$ cat src/rtl/smb_idx_pkg.sv
// Shared constants, types and register-map helper functions for the
// indexed SMBus register target. Assumes a fixed nine-entry map.
package smb_idx_pkg;

    localparam int NUM_REG  = 9;
    localparam int IDX_W    = 8;
    localparam int REG_CNT  = 7;
    localparam int REG_REV  = 5;
    localparam int REG_DEV  = 6;
    localparam logic [7:0] DEV_CODE    = 8'hC3;
    localparam logic [3:0] VENDOR_CODE = 4'h1;

    typedef enum logic [2:0] {
        ST_IDLE,
        ST_RX,
        ST_RX_ACK,
        ST_TX,
        ST_TX_ACK
    } bus_state_t;

    typedef enum logic [1:0] {
        RB_ADDR,
        RB_INDEX,
        RB_COUNT,
        RB_DATA
    } rx_role_t;

    // Bits a bus write may change in register i.
    function automatic logic [7:0] reg_wmask(input int i);
        if (i < 4)        return 8'hFF;
        if (i == REG_CNT) return 8'h1F;
        return 8'h00;
    endfunction

    // Value register i takes on reset.
    function automatic logic [7:0] reg_rstval(input int i);
        return (i == REG_CNT) ? 8'h08 : 8'h00;
    endfunction

endpackage

$ cat src/rtl/smb_line_filter.sv
// Two-flop synchronizer followed by a persistence filter: the output follows
// the synchronized input only after it has held a new level for FILT_CYC
// consecutive clocks. Assumes the line idles high.
module smb_line_filter #(
    parameter int FILT_CYC = 3
) (
    input  logic clk,
    input  logic rst_n,
    input  logic line_i,
    output logic line_o
);
    localparam int CW = $clog2(FILT_CYC + 1);

    logic [1:0]    sync_q;
    logic [CW-1:0] run_q;

    // Synchronize the pin and accept a new level only once it is persistent.
    always_ff @(posedge clk) begin
        if (!rst_n) begin
            sync_q <= 2'b11;
            run_q  <= '0;
            line_o <= 1'b1;
        end else begin
            sync_q <= {sync_q[0], line_i};
            if (sync_q[1] == line_o) begin
                run_q <= '0;
            end else if (run_q == CW'(FILT_CYC - 1)) begin
                line_o <= sync_q[1];
                run_q  <= '0;
            end else begin
                run_q <= run_q + 1'b1;
            end
        end
    end
endmodule

$ cat src/rtl/smb_addr_decode.sv
// Maps two pre-decoded three-level strap codes (0 low, 1 mid, 2/3 high) to
// the 7-bit target address. Purely combinational; straps assumed static.
module smb_addr_decode (
    input  logic [1:0] strap_a1_i,
    input  logic [1:0] strap_a0_i,
    output logic [6:0] addr7_o
);
    // Fold the four-valued code onto three levels.
    function automatic logic [1:0] level(input logic [1:0] code);
        if (code == 2'd0) return 2'd0;
        if (code == 2'd1) return 2'd1;
        return 2'd2;
    endfunction

    // Select one of nine addresses from the level pair.
    always_comb begin
        case ({level(strap_a1_i), level(strap_a0_i)})
            4'b0000: addr7_o = 7'h6C;
            4'b0001: addr7_o = 7'h6D;
            4'b0010: addr7_o = 7'h6F;
            4'b0100: addr7_o = 7'h61;
            4'b0101: addr7_o = 7'h62;
            4'b0110: addr7_o = 7'h63;
            4'b1000: addr7_o = 7'h65;
            4'b1001: addr7_o = 7'h66;
            4'b1010: addr7_o = 7'h67;
            default: addr7_o = 7'h6C;
        endcase
    end
endmodule

$ cat src/rtl/smb_reg_bank.sv
// Register map: writable storage only where the write mask is non-zero,
// constants for identity registers, zero for reserved ones. One write port,
// one combinational read port; out-of-range indices read zero.
module smb_reg_bank
    import smb_idx_pkg::*;
(
    input  logic               clk,
    input  logic               rst_n,
    input  logic               wr_en,
    input  logic [IDX_W-1:0]   wr_idx,
    input  logic [7:0]         wr_data,
    input  logic [3:0]         rev_id_i,
    input  logic [IDX_W-1:0]   rd_idx,
    output logic [7:0]         rd_data,
    output logic [NUM_REG*8-1:0] cfg_o
);
    logic [7:0] view [NUM_REG];

    for (genvar g = 0; g < NUM_REG; g++) begin : g_reg
        localparam logic [7:0] WM = reg_wmask(g);
        if (g == REG_REV) begin : g_rev
            assign view[g] = {rev_id_i, VENDOR_CODE};
        end else if (g == REG_DEV) begin : g_dev
            assign view[g] = DEV_CODE;
        end else if (WM == 8'h00) begin : g_rsvd
            assign view[g] = 8'h00;
        end else begin : g_store
            logic [7:0] q;
            // Merge writable bits of the incoming byte into the held value.
            always_ff @(posedge clk) begin
                if (!rst_n)
                    q <= reg_rstval(g);
                else if (wr_en && wr_idx == IDX_W'(g))
                    q <= (wr_data & WM) | (q & ~WM);
            end
            assign view[g] = q;
        end
        assign cfg_o[8*g +: 8] = view[g];
    end

    // Select the register addressed by the read index.
    always_comb begin
        rd_data = 8'h00;
        for (int i = 0; i < NUM_REG; i++)
            if (rd_idx == IDX_W'(i)) rd_data = view[i];
    end
endmodule

$ cat src/rtl/smb_idx_regs.sv
// SMBus target with indexed block write and block read. Filters the bus
// lines, detects START/STOP and SCL edges, and runs a byte-level state
// machine that ACKs, stores and returns register bytes. Assumes the system
// clock is many times the SCL rate and no clock stretching is needed.
module smb_idx_regs
    import smb_idx_pkg::*;
#(
    parameter int FILT_CYC = 3
) (
    input  logic                 clk,
    input  logic                 rst_n,
    input  logic                 scl_i,
    input  logic                 sda_i,
    output logic                 sda_oe_o,
    input  logic [1:0]           strap_a1_i,
    input  logic [1:0]           strap_a0_i,
    input  logic [3:0]           rev_id_i,
    output logic [NUM_REG*8-1:0] cfg_o
);
    logic scl_f, sda_f, scl_q, sda_q;
    logic scl_rise, scl_fall, start_det, stop_det;
    logic [6:0] addr7;

    bus_state_t       state;
    rx_role_t         role;
    logic [2:0]       bitcnt;
    logic             rx_full, ack_q, rd_mode, host_ack;
    logic [7:0]       shreg, txsh, remain;
    logic [IDX_W-1:0] idx, wr_idx;
    logic [7:0]       wr_data, rd_data, cnt_byte;
    logic             wr_en, byte_ack;

    smb_line_filter #(.FILT_CYC(FILT_CYC)) scl_filt_i (
        .clk(clk), .rst_n(rst_n), .line_i(scl_i), .line_o(scl_f));
    smb_line_filter #(.FILT_CYC(FILT_CYC)) sda_filt_i (
        .clk(clk), .rst_n(rst_n), .line_i(sda_i), .line_o(sda_f));

    smb_addr_decode addr_i (
        .strap_a1_i(strap_a1_i), .strap_a0_i(strap_a0_i), .addr7_o(addr7));

    smb_reg_bank bank_i (
        .clk(clk), .rst_n(rst_n), .wr_en(wr_en), .wr_idx(wr_idx),
        .wr_data(wr_data), .rev_id_i(rev_id_i), .rd_idx(idx),
        .rd_data(rd_data), .cfg_o(cfg_o));

    assign cnt_byte  = cfg_o[REG_CNT*8 +: 8];
    assign scl_rise  =  scl_f & ~scl_q;
    assign scl_fall  = ~scl_f &  scl_q;
    assign start_det =  scl_f &  scl_q &  sda_q & ~sda_f;
    assign stop_det  =  scl_f &  scl_q & ~sda_q &  sda_f;

    // Keep the previous filtered levels for edge detection.
    always_ff @(posedge clk) begin
        if (!rst_n) begin
            scl_q <= 1'b1;
            sda_q <= 1'b1;
        end else begin
            scl_q <= scl_f;
            sda_q <= sda_f;
        end
    end

    // Decide whether the byte just received is to be acknowledged.
    always_comb begin
        case (role)
            RB_ADDR: byte_ack = (shreg[7:1] == addr7);
            RB_DATA: byte_ack = (remain != 8'd0);
            default: byte_ack = 1'b1;
        endcase
    end

    // Byte-level transfer state machine.
    always_ff @(posedge clk) begin
        if (!rst_n) begin
            state    <= ST_IDLE;
            role     <= RB_ADDR;
            bitcnt   <= '0;
            rx_full  <= 1'b0;
            ack_q    <= 1'b0;
            rd_mode  <= 1'b0;
            host_ack <= 1'b0;
            shreg    <= '0;
            txsh     <= '0;
            remain   <= '0;
            idx      <= '0;
            wr_idx   <= '0;
            wr_data  <= '0;
            wr_en    <= 1'b0;
            sda_oe_o <= 1'b0;
        end else begin
            wr_en <= 1'b0;
            if (start_det) begin
                state    <= ST_RX;
                role     <= RB_ADDR;
                bitcnt   <= '0;
                rx_full  <= 1'b0;
                rd_mode  <= 1'b0;
                sda_oe_o <= 1'b0;
            end else if (stop_det) begin
                state    <= ST_IDLE;
                sda_oe_o <= 1'b0;
            end else begin
                case (state)
                    ST_RX: begin
                        if (scl_rise) begin
                            shreg  <= {shreg[6:0], sda_f};
                            bitcnt <= bitcnt + 3'd1;
                            if (bitcnt == 3'd7) rx_full <= 1'b1;
                        end else if (scl_fall && rx_full) begin
                            rx_full  <= 1'b0;
                            state    <= ST_RX_ACK;
                            sda_oe_o <= byte_ack;
                            ack_q    <= byte_ack;
                            case (role)
                                RB_ADDR: if (byte_ack) begin
                                    rd_mode <= shreg[0];
                                    role    <= RB_INDEX;
                                end
                                RB_INDEX: begin
                                    idx  <= shreg;
                                    role <= RB_COUNT;
                                end
                                RB_COUNT: begin
                                    remain <= shreg;
                                    role   <= RB_DATA;
                                end
                                default: if (byte_ack) begin
                                    wr_en   <= 1'b1;
                                    wr_idx  <= idx;
                                    wr_data <= shreg;
                                    idx     <= idx + 1'b1;
                                    remain  <= remain - 8'd1;
                                end
                            endcase
                        end
                    end
                    ST_RX_ACK: begin
                        if (scl_fall) begin
                            bitcnt <= '0;
                            if (!ack_q) begin
                                state    <= ST_IDLE;
                                sda_oe_o <= 1'b0;
                            end else if (rd_mode && role == RB_INDEX) begin
                                txsh     <= cnt_byte;
                                sda_oe_o <= ~cnt_byte[7];
                                state    <= ST_TX;
                            end else begin
                                state    <= ST_RX;
                                sda_oe_o <= 1'b0;
                            end
                        end
                    end
                    ST_TX: begin
                        if (scl_fall) begin
                            if (bitcnt == 3'd7) begin
                                state    <= ST_TX_ACK;
                                sda_oe_o <= 1'b0;
                            end else begin
                                txsh     <= {txsh[6:0], 1'b0};
                                bitcnt   <= bitcnt + 3'd1;
                                sda_oe_o <= ~txsh[6];
                            end
                        end
                    end
                    ST_TX_ACK: begin
                        if (scl_rise) begin
                            host_ack <= ~sda_f;
                        end else if (scl_fall) begin
                            if (host_ack) begin
                                txsh     <= rd_data;
                                idx      <= idx + 1'b1;
                                bitcnt   <= '0;
                                sda_oe_o <= ~rd_data[7];
                                state    <= ST_TX;
                            end else begin
                                state    <= ST_IDLE;
                                sda_oe_o <= 1'b0;
                            end
                        end
                    end
                    default: ;
                endcase
            end
        end
    end
endmodule

$ cat config.mk
export PLATFORM = sky130hd
export DESIGN_NAME = smb_idx_regs
export DESIGN_NICKNAME = d
export VERILOG_FILES = /design/src/rtl/smb_idx_pkg.sv /design/src/rtl/smb_line_filter.sv /design/src/rtl/smb_addr_decode.sv /design/src/rtl/smb_reg_bank.sv /design/src/rtl/smb_idx_regs.sv
export SDC_FILE = /design/constraint.sdc
export NUM_CORES = 1
export LEC_CHECK = 0
export ABC_AREA = 1
export BUFFER_PORTS_ARGS = -buffer_cell sky130_fd_sc_hd__buf_2
export CELL_PAD_IN_SITES_DETAIL_PLACEMENT = 0
export CELL_PAD_IN_SITES_GLOBAL_PLACEMENT = 1
export CORE_MARGIN = 8
export CORE_UTILIZATION = 25
export CTS_CLUSTER_DIAMETER = 200
export DETAILED_ROUTE_END_ITERATION = 10
export PLACE_DENSITY = 0.55
export SLEW_MARGIN = 20
export SYNTH_ARGS = -nofsm -noshare
export SYNTH_HDL_FRONTEND = slang
export SYNTH_SLANG_ARGS = --single-unit
export TNS_END_PERCENT = 100
$ cat constraint.sdc
create_clock -name clk -period 3.23 [get_ports clk]
set_clock_uncertainty 0.15 [all_clocks]
set_input_delay 0.646 -clock clk [delete_from_list [all_inputs] [get_ports clk]]
set_output_delay 0.646 -clock clk [all_outputs]
set_load 0.005 [all_outputs]
* Yosys cells after proc, flatten, opt, wreduce, memory -nomap -nowiden
Memories as Yosys holds them, arrays and structs flattened.
Index checks and enable logic that the tools add are counted.
** Storage, ports and cells
- Logic and storage cells :: 235
- Memories kept :: 1
- Bits in registers :: 113
- Memory bits (writable) :: 0
- Input port bits :: 12
- Latch bits :: 0
- Bits in read-only memories :: 64
** Memory list
- (name not given) :: depth 16, width 4, read ports 1, clocked after memory_dff 0, write ports 0, RTL line smb_addr_decode.sv:17 : case ({level(strap_a1_i), level(strap_a0_i)})
** Cells by class
- Multiply operators :: 0
- Shifts and indexed selects :: 0
- Divide/modulo/power cells :: 0
- $lt $le $gt $ge :: 0
- Mux-type cells :: 81
- Bitwise logic cells :: 25
- Equal/unequal tests :: 50
- Add/subtract/negate cells :: 5
- Reduce and logical (&&, ||, !) cells :: 44
** Operator list (count)
- two-way mux 8 bit :: 16
- two-way mux 7 bit :: 8
- case mux 8 bit (2 select lines) :: 3
- two-way mux 3 bit :: 14
- == test 8 x 3 -> 1 bit (second input constant) :: 5
- == test 8 x 2 -> 1 bit (second input constant) :: 4
- != test 2 bit (second input constant) :: 14
- != test 4 bit (second input constant) :: 7
- two-way mux 2 bit :: 12
- case mux 3 bit (4 select lines) :: 2
- two-way mux 1 bit :: 22
- case mux 7 bit (3 select lines) :: 1
- AND reduction 7 bit :: 3
- NOT 1 bit :: 17
- == test 8 x 1 -> 1 bit (second input constant) :: 2
- logical NOT 8 bit :: 2
- AND reduction 8 bit :: 2
- AND reduction 4 bit :: 3
- AND reduction 6 bit :: 2
- OR reduction 3 bit :: 4
- AND reduction 11 bit :: 1
- AND reduction 10 bit :: 1
- AND reduction 9 bit :: 1
- OR reduction 9 bit :: 1
- 29 further kinds :: 58

* Longest topological paths before layout
Gate-level depths: netlist of the first run.
- Depth after elaboration :: 15
- Depth in mapped cells :: 16

* By module
A second synthesis of the first run with hierarchy kept.
** Unflattened totals
- Cells, all modules :: 923
- Area, all modules :: 6336.1 µm²
** Modules (own cells, without submodules)
- smb_idx_regs :: instances 1, cells each 519, area each 3539.6 µm²
- smb_reg_bank :: instances 1, cells each 346, area each 2348.5 µm²
- smb_line_filter :: instances 2, cells each 20, area each 181.4 µm²
- smb_addr_decode :: instances 1, cells each 18, area each 85.1 µm²

* Worst setup path before layout of the first run
OpenSTA, ideal clock, no wires.
- Path kind :: input to register
- Start point :: in strap_a1_i[1]
- End point :: reg wr_idx[2]
- Buffers on the path :: 1
- Library setup time :: 119 ps
- Stages :: 10
- Setup slack :: 1243 ps
- Arrival :: 1718 ps
- Path through :: nor2_1 > xor2_1 > nand3_1 > nand2_1 > nand2_1 > nand2_2 > nand3_4 > buf_4 > o21ai_0 > a21oi_1
** On the way
- Cells in the longest elaborated chain, start to end :: 9
** Ends and longest elaborated chain
- from (decl) :: RTL line smb_idx_regs.sv:15 : input logic [1:0] strap_a1_i,
- == test 2 x 1 -> 1 bit :: RTL line smb_addr_decode.sv:11 : if (code == 2'd1) return 2'd1;
- two-way mux 1 bit (2 in a row) :: RTL line smb_addr_decode.sv:11
- two-way mux 2 bit :: RTL line smb_addr_decode.sv:12 : return 2'd2;
- two-way mux 2 bit (*) :: RTL line smb_addr_decode.sv:11
- memory read (16 x 4 bit) (*)
- == test 7 bit (*) :: RTL line smb_idx_regs.sv:66 : RB_ADDR: byte_ack = (shreg[7:1] == addr7);
- case mux 1 bit (2 select lines) (*) :: RTL line smb_idx_regs.sv:65 : case (role)
- AND reduction 7 bit (no line) (*)
- to (signal assigned) :: RTL line smb_idx_regs.sv:129 : wr_idx <= idx;
- to (decl) :: RTL line smb_idx_regs.sv:29 : logic [IDX_W-1:0] idx, wr_idx;
Mark *: on every way between the ends. The rest lies on a longest branch, timed or not. The select of a mux whose other input is x is not followed.
A chain may end at the register's enable or synchronous reset.

* Worst setup path in the final report of the first run
- Start point :: reg role[1]
- End point :: reg wr_idx[0]
** On the way
- Cells in the longest elaborated chain, start to end :: 4
** Ends and longest elaborated chain
- from (decl) :: RTL line smb_idx_regs.sv:25 : rx_role_t role;
- from (signal assigned) :: RTL line smb_idx_regs.sv:76 : role <= RB_ADDR;
- from (signal assigned) :: RTL line smb_idx_regs.sv:94 : role <= RB_ADDR;
- from (signal assigned) :: RTL line smb_idx_regs.sv:117 : role <= RB_INDEX;
- == test 2 x 1 -> 1 bit (tied with other cells) :: RTL line smb_idx_regs.sv:114 : case (role)
- OR reduction 3 bit (no line)
- NOT 1 bit (no line)
- AND reduction 7 bit (no line) (*)
Mark *: on every way between the ends. The rest lies on a longest branch, timed or not.

==> Flow_metrics.wiki, run 1 <==
{| class="wikitable"
! Metric !! Value
|-
| Run status || finished clean
|-
| Yosys top cell area share || 0.374
|-
| Routability cong. || 0.757
|-
| Placeable core area || 23300 µm²
|-
| Number of vias per cell || 4.29
|-
| Clock transition at path regs || 0.08 ns
|-
| Setup violation total in the final timing report || 0
|-
| Gate count of the mapped netlist || 801
|-
| Number of antenna-violating nets in the routed design || 0
|-
| Worst path required time || 3.37 ns
|-
| Worst Max-Slew Pin Slew || 0.837 ns
|-
| Post-CTS setup-driven buffer insertion count || 0
|-
| Count of hold buffers inserted by post-cts repair || 0
|-
| Stage delay of the slowest cell on the critical path || 0.36 ns
|-
| Maximum number of pins on one net before global-route repair || 72
|-
| Number of port buffers || 53
|-
| Worst Path Max Fanout || 19
|-
| Fmax || 0.408 GHz
|-
| Sequential Area || 2200 µm²
|-
| Largest area contributor in the synthesized netlist || sky130_fd_sc_hd__dfxtp_1
|-
| Final cycle utilization of the critical path || 0.759
|-
| Cell types with the largest area share after synthesis || sky130_fd_sc_hd__dfxtp_1, sky130_fd_sc_hd__a21oi_1, sky130_fd_sc_hd__nand2_1
|-
| Area of the multi-input gates || 3040 µm²
|-
| Slew Limit Fails || 0
|-
| Most frequent CP cell || sky130_fd_sc_hd__nor2_1
|-
| Die width || 169 µm
|-
| Setup repair after global routing missed its margin || false
|-
| DRC marker count from the first detailed-route iteration || 236
|-
| Worst-case headroom to the max-slew limit || 0.437
|-
| P&R area growth vs syn || 11.9%
|-
| Seq cells post-synth || 110
|-
| Number of resized instances in the post-cts repair step || 0
|-
| Avg Inst Size Synth || 7.35 µm²
|-
| Layout cells sized above 1 || 0.165
|-
| Top Ports || 85
|-
| Clock Sinks || 110
|-
| Total Routed Length || 17.0 mm
|-
| Bufs and invs on worst path || 2
|-
| All-layer global routing usage || 0.122
|-
| Post-layout min period || 2.45 ns
|-
| Worst endpoint data arrival time || 2.59 ns
|-
| Crit path kind || reg2reg
|-
| Via count of the first global-routing pass || 5008
|-
| Critical path startpoint category || register
|-
| Post-route DRC || 0
|-
| Clock insertion delay at the later pin of the skew report || 0.36 ns
|-
| CTS H-tree lvls || 3
|-
| Worst min-delay path class || reg2reg
|-
| Number of clock buffers inserted by TritonCTS || 9
|-
| Layout fillers || 2640
|-
| Post-synth EDFFs || 0
|-
| Initial core utilization || 0.253
|-
| CTS Root Cell || sky130_fd_sc_hd__clkbuf_16
|-
| Share of flip-flops with an asynchronous set or reset after synthesis || 0
|-
| Delay-heaviest family, CP || simple AND/OR/NAND/NOR gates
|-
| Pwr Density || 519 nW/µm²
|-
| Antenna violations before repair || 0
|-
| Half-perimeter wire length after detailed placement || 12.7 mm
|-
| Count of max-cap constraint violations || 0
|-
| Vert. Die Dim || 169 µm
|-
| Sequence of cells on the critical path || inv_1, ha_1, nand4_1, nor2_1, nand3_1, nor2_1, nand2_1, nand2_2, nand3_4, inv_2, o21ai_0, a21oi_1
|-
| Antenna diode count || 0
|-
| Sequential fraction of the synthesis area || 0.374
|-
| Most frequently used cell type in the post-synthesis netlist || sky130_fd_sc_hd__nand2_1
|-
| Net count of the finished layout || 870
|-
| Worst-path cell with the longest stage delay || sky130_fd_sc_hd__dfxtp_1
|-
| Post-synthesis instance area || 5890 µm²
|-
| Count of distinct cell types in the synthesized netlist || 49
|-
| Synth Flop Type || sky130_fd_sc_hd__dfxtp_1
|-
| Count of TritonRoute iterations in the first routing pass || 4
|-
| Number of buffers between clock root and the deepest sink || 2
|-
| Global-route wire length before repair || 27.9 mm
|-
| Detailed-route via count || 5004
|-
| Hold violation count in the final report || 0
|-
| GRT overflow || 0
|-
| Most numerous cell types in the synthesized netlist || sky130_fd_sc_hd__nand2_1, sky130_fd_sc_hd__dfxtp_1, sky130_fd_sc_hd__a21oi_1
|-
| TritonCTS clock tree || yes
|-
| Row cnt || 56
|-
| Die Outline Area || 28700 µm²
|-
| IR Drop Worst-Case VDD || 0.250 mV
|-
| CP endpoint kind || register
|-
| Yosys warns || 0
|-
| Pleak || 0.00287 µW
|-
| Post-Route Utilization || 0.283
|-
| Post-DR wirelength/cell || 14.6 µm
|-
| Setup TNS || 0 ns
|}
per-layer routing:
layer  vias to the layer above  wire length (µm)  GRT usage
met5                         -                 0          0
met2                        83              7660      0.202
li1                       2667                 -          -
met4                         0               161     0.0281
met1                      2243              8470      0.160
met3                        11               709     0.0249
path summary, 6_finish.rpt:
| kind | end | from | depth (start not counted) | slack [ns] |
|---|---|---|---|---|
| worst min register to register | scl_filt_i.run_q[0]$_SDFF_PP0_ | scl_filt_i.run_q[0]$_SDFF_PP0_ | 1 | 0.26 |
| worst min-delay path | scl_filt_i.run_q[0]$_SDFF_PP0_ | scl_filt_i.run_q[0]$_SDFF_PP0_ | 1 | 0.26 |
| worst max-delay path | wr_idx[0]$_SDFFE_PN0P_ | role[1]$_SDFFE_PP0P_ | 12 | 0.78 |
| worst max register to register | wr_idx[0]$_SDFFE_PN0P_ | role[1]$_SDFFE_PP0P_ | 12 | 0.78 |
sequential cells by signal (all words and copies together), names as in the netlist, 2 cells and up:
register / flops
wr_idx: 8
remain: 8
role: 2
scl_filt_i.sync_q: 2
wr_data: 8
bitcnt: 3
sda_filt_i.run_q: 2
shreg: 8
state: 3
idx: 8
bank_i.g.g_store.q: 37
txsh: 7
scl_filt_i.run_q: 2
sda_filt_i.sync_q: 2
layout by cell type, fill, tap and decap left out, drive strengths merged, types with 2 or more instances in the layout:
master,instances
nand3,41
a22oi,2
ha,16
clkinv,3
clkbuf,11
nor2,90
nor4,4
buf,56
o2bb2ai,2
nand4,3
o21ai,97
inv,99
or2,9
o211ai,6
a21oi,95
dfxtp,110
conb,31
nand2,129
o22ai,4
a211oi,14
xor2,5
nor3,12
final cells by class:
| type | count | area share |
|---|---|---|
| clock inverter | 5 | 0.00646 |
| timing repair buffer | 56 | 0.0437 |
| multi-input combinational | 567 | 0.462 |
| inverter | 98 | 0.0562 |
| clock buffer | 11 | 0.0369 |
| tap | 319 | 0.0606 |
| sequential | 110 | 0.334 |
where the power goes:
| group | switching (µW) | internal, µW | leakage [µW] |
|---|---|---|---|
| Combinational | 594 | 254 | 0.00184 |
| Sequential | 45.0 | 1410 | 0.000888 |
| Clock | 560 | 554 | 0.000136 |
stage by stage:
step | std cells | worst slack (ns) | hold slack [ns] | cell area, µm² | total power, µW
global placement | 1150 | 0.744 | 0.244 | 6300 | 2360
finish | 1166 | 0.780 | 0.263 | 6590 | 3420
detailed placement | 1150 | 0.726 | 0.251 | 6300 | 2350
CTS | 1166 | 0.759 | 0.264 | 6590 | 3480
global route | 1166 | 0.402 | 0.274 | 6590 | 3640
floorplan | 830 | 1.24 | 0.243 | 6000 | 2160
cells by family (layout without fill, tap and decap cells):
group	after synthesis	in the layout	synth area share
AO/OA/AOI/OAI	225	225	0.211
XOR/XNOR	5	5	0.00744
adder cells (fa/ha/maj)	16	16	0.0340
buffers and inverters	153	170	0.128
flip-flops	110	110	0.374
other	2	31	0.00128
AND/OR/NAND/NOR	290	290	0.244
worst reg2reg max path: cells and delay by family (launching register included):
family	cells	cell delay (ns)
adders and majority gates	1	0.32
and+or+nand+nor	7	0.96
buffers and inverters	2	0.36
DFF	1	0.36
AOI/OAI and AO/OA	2	0.26
(Power assumes the default switching activity.)
==> inputs of run 2 (changes only) <==
PLACE_DENSITY = 0.56   (was 0.55)
clock period = 2.23 ns   (was 3.23 ns; I/O delays follow)
==> run 2 against run 1 <==
Compared with the run above:
- sequential power rose by 45%
- core utilization rose by 1.4 points
- hold slack got worse by 0.14 ns
- critical endpoint is now wr_data[1]$_SDFFE_PN0P_
- final cell count rose by 3.0%
- critical path depth did not move
- wire length rose by 3.3%
- global-route usage rose by 0.31 points
- clock power rose by 57%
- first-iteration DRC count rose by 26%
- combinational power rose by 54%
- highest routed layer unchanged
==> Flow_metrics.wiki, run 2 (same netlist as run 1, synthesis figures left out) <==
{| class="wikitable"
! Metric !! Value
|-
| Run status || finished clean
|-
| Setup repair after global routing missed its margin || false
|-
| P&R area growth vs syn || 17.2%
|-
| Number of cells on the worst reg-to-reg path || 12
|-
| Global-route wire length before repair || 28.5 mm
|-
| Post-DR wirelength/cell || 14.6 µm
|-
| Post-Route Hold Slack || 0.121 ns
|-
| IR Drop Worst-Case VDD || 0.353 mV
|-
| Count of TritonRoute iterations in the first routing pass || 5
|-
| Reg2reg end || wr_data[1]$_SDFFE_PN0P_
|-
| Count of max-cap constraint violations || 0
|-
| Number of buffers between clock root and the deepest sink || 2
|-
| Die width || 169 µm
|-
| TritonCTS clock tree || yes
|-
| CTS Root Cell || sky130_fd_sc_hd__clkbuf_16
|-
| Antenna diode count || 0
|-
| Pwr Density || 749 nW/µm²
|-
| Setup violation total in the final timing report || 0
|-
| DRC marker count from the first detailed-route iteration || 297
|-
| All-layer global routing usage || 0.125
|-
| Clock insertion delay at the later pin of the skew report || 0.35 ns
|-
| Commonest non-fill, non-tap cell in the layout || sky130_fd_sc_hd__nand2_1
|-
| Fmax || 0.494 GHz
|-
| Placeable core area || 23300 µm²
|-
| Flip-flop count of the largest register after layout || 37
|-
| Antenna violations before repair || 0
|-
| GRT overflow || 0
|-
| CTS H-tree lvls || 3
|-
| Pleak || 0.00306 µW
|-
| Post-route DRC || 0
|-
| Most flop-heavy register || bank_i.g.g_store.q
|-
| Area of the multi-input gates || 3050 µm²
|-
| R2R Setup Slk || 0.21 ns
|-
| Maximum number of pins on one net before global-route repair || 40
|-
| Count of hold buffers inserted by post-cts repair || 0
|-
| Die Outline Area || 28700 µm²
|-
| Critical path startpoint category || register
|-
| Number of vias per cell || 4.34
|-
| Setup TNS || 0 ns
|-
| Row cnt || 56
|-
| Worst endpoint data arrival time || 2.10 ns
|-
| Worst Path Max Fanout || 8
|-
| Detailed-route via count || 5218
|-
| Worst Hold Depth || 2
|-
| Startpoint of the most critical hold path || scl_i
|-
| Layout cells sized above 1 || 0.203
|-
| Hold violation count in the final report || 0
|-
| Net count of the finished layout || 905
|-
| Number of port buffers || 53
|-
| Vert. Die Dim || 169 µm
|-
| Final cycle utilization of the critical path || 0.907
|-
| Worst min-delay path class || in2reg
|-
| Routability cong. || 0.798
|-
| Post-layout min period || 2.02 ns
|-
| Via count of the first global-routing pass || 5163
|-
| Number of antenna-violating nets in the routed design || 0
|-
| Clock transition at path regs || 0.08 ns
|-
| Crit path kind || reg2reg
|-
| Clock Sinks || 110
|-
| Initial core utilization || 0.253
|-
| Highest-count cells in the layout ignoring fill and taps || sky130_fd_sc_hd__nand2_1, sky130_fd_sc_hd__dfxtp_1, sky130_fd_sc_hd__a21oi_1, sky130_fd_sc_hd__o21ai_0, sky130_fd_sc_hd__nor2_1
|-
| Startpoint of the lowest-slack register-to-register path || role[0]$_SDFFE_PP0P_
|-
| Power Total || 5170 µW
|-
| Sequential Area || 2200 µm²
|-
| Area of all placed cells without fillers || 6900 µm²
|-
| Slew Limit Fails || 0
|-
| Endpoint, Worst Hold || scl_filt_i.sync_q[0]$_SDFF_PN1_
|-
| Placed cell areas || 6550 µm²
|-
| CP endpoint kind || register
|-
| Layout fillers || 2630
|-
| Top Ports || 85
|-
| Half-perimeter wire length after detailed placement || 13.5 mm
|-
| Worst path required time || 2.31 ns
|-
| Number of clock buffers inserted by TritonCTS || 9
|-
| Total Routed Length || 17.6 mm
|-
| Post-Route Utilization || 0.297
|}
-- run 2: cell count changes in the layout (fill, tap and decap cells not counted), moves of 2 or more --
cell / change
sky130_fd_sc_hd__buf_4: +34
sky130_fd_sc_hd__clkinv_4: -3
sky130_fd_sc_hd__inv_6: +2
sky130_fd_sc_hd__o21ai_0: -2
sky130_fd_sc_hd__o21ai_1: +2
-- run 2: worst max-delay path: stages, from the launching register on --
cell,delay [ns]
sky130_fd_sc_hd__dfxtp_1,0.31
sky130_fd_sc_hd__inv_1,0.09
sky130_fd_sc_hd__ha_2,0.20
sky130_fd_sc_hd__nand4_1,0.12
sky130_fd_sc_hd__nor2_1,0.12
sky130_fd_sc_hd__nand3_1,0.08
sky130_fd_sc_hd__nor2_1,0.13
sky130_fd_sc_hd__nand2_2,0.10
sky130_fd_sc_hd__nand2_2,0.10
sky130_fd_sc_hd__nand3_4,0.12
sky130_fd_sc_hd__buf_4,0.18
sky130_fd_sc_hd__o21ai_0,0.14
sky130_fd_sc_hd__a21oi_1,0.06
-- run 2: per-layer routing --
layer / GRT usage / part of all wire / vias to the layer above
li1: - / - / 2740
met1: 0.167 / 0.51 / 2374
met2: 0.205 / 0.44 / 94
met3: 0.0240 / 0.038 / 10
met4: 0.0296 / 0.0091 / 0
met5: 0 / 0 / -
-- run 2: area by class of cell --
| cell class | count | share of cell area |
|---|---|---|
| clock inverter | 6 | 0.0109 |
| multi-input combinational | 567 | 0.442 |
| tap | 319 | 0.0578 |
| inverter | 98 | 0.0540 |
| clock buffer | 10 | 0.0346 |
| sequential | 110 | 0.319 |
| timing repair buffer | 91 | 0.0816 |
-- run 2: how the worst max path moves through the flow --
| stage | startpoint | to | slack, ns |
|---|---|---|---|
| floorplan | role[0]$_SDFFE_PP0P_ | wr_idx[2]$_SDFFE_PN0P_ | 0.32 |
| global placement | strap_a1_i[1] | idx[7]$_SDFFE_PN0P_ | 0.09 |
| detailed placement | strap_a1_i[1] | wr_idx[3]$_SDFFE_PN0P_ | 0.07 |
| CTS | role[1]$_SDFFE_PP0P_ | wr_idx[7]$_SDFFE_PN0P_ | 0.10 |
| global route | role[0]$_SDFFE_PP0P_ | wr_data[3]$_SDFFE_PN0P_ | 0.0005 |
| finish | role[0]$_SDFFE_PP0P_ | wr_data[1]$_SDFFE_PN0P_ | 0.21 |
-- run 2: through the flow --
step,std cells,setup WS [ns]
2_1_floorplan,830,0.316
3_3_place_gp,1181,0.0922
3_5_place_dp,1181,0.0717
4_1_cts,1197,0.105
5_1_grt,1201,0.000543
6_report,1201,0.207
-- run 2: where the power goes --
part | total [µW] | leakage (µW) | internal (µW) | switching [µW]
clock network | 1740 | 0.000152 | 925 | 820
registers | 2110 | 0.000888 | 2050 | 66.0
logic | 1310 | 0.00202 | 448 | 866
-- run 2: repair_timing --
action	CTS	global route
gates resized for setup	0	7
buffers inserted	0	4
endpoints found under the setup margin	0	19
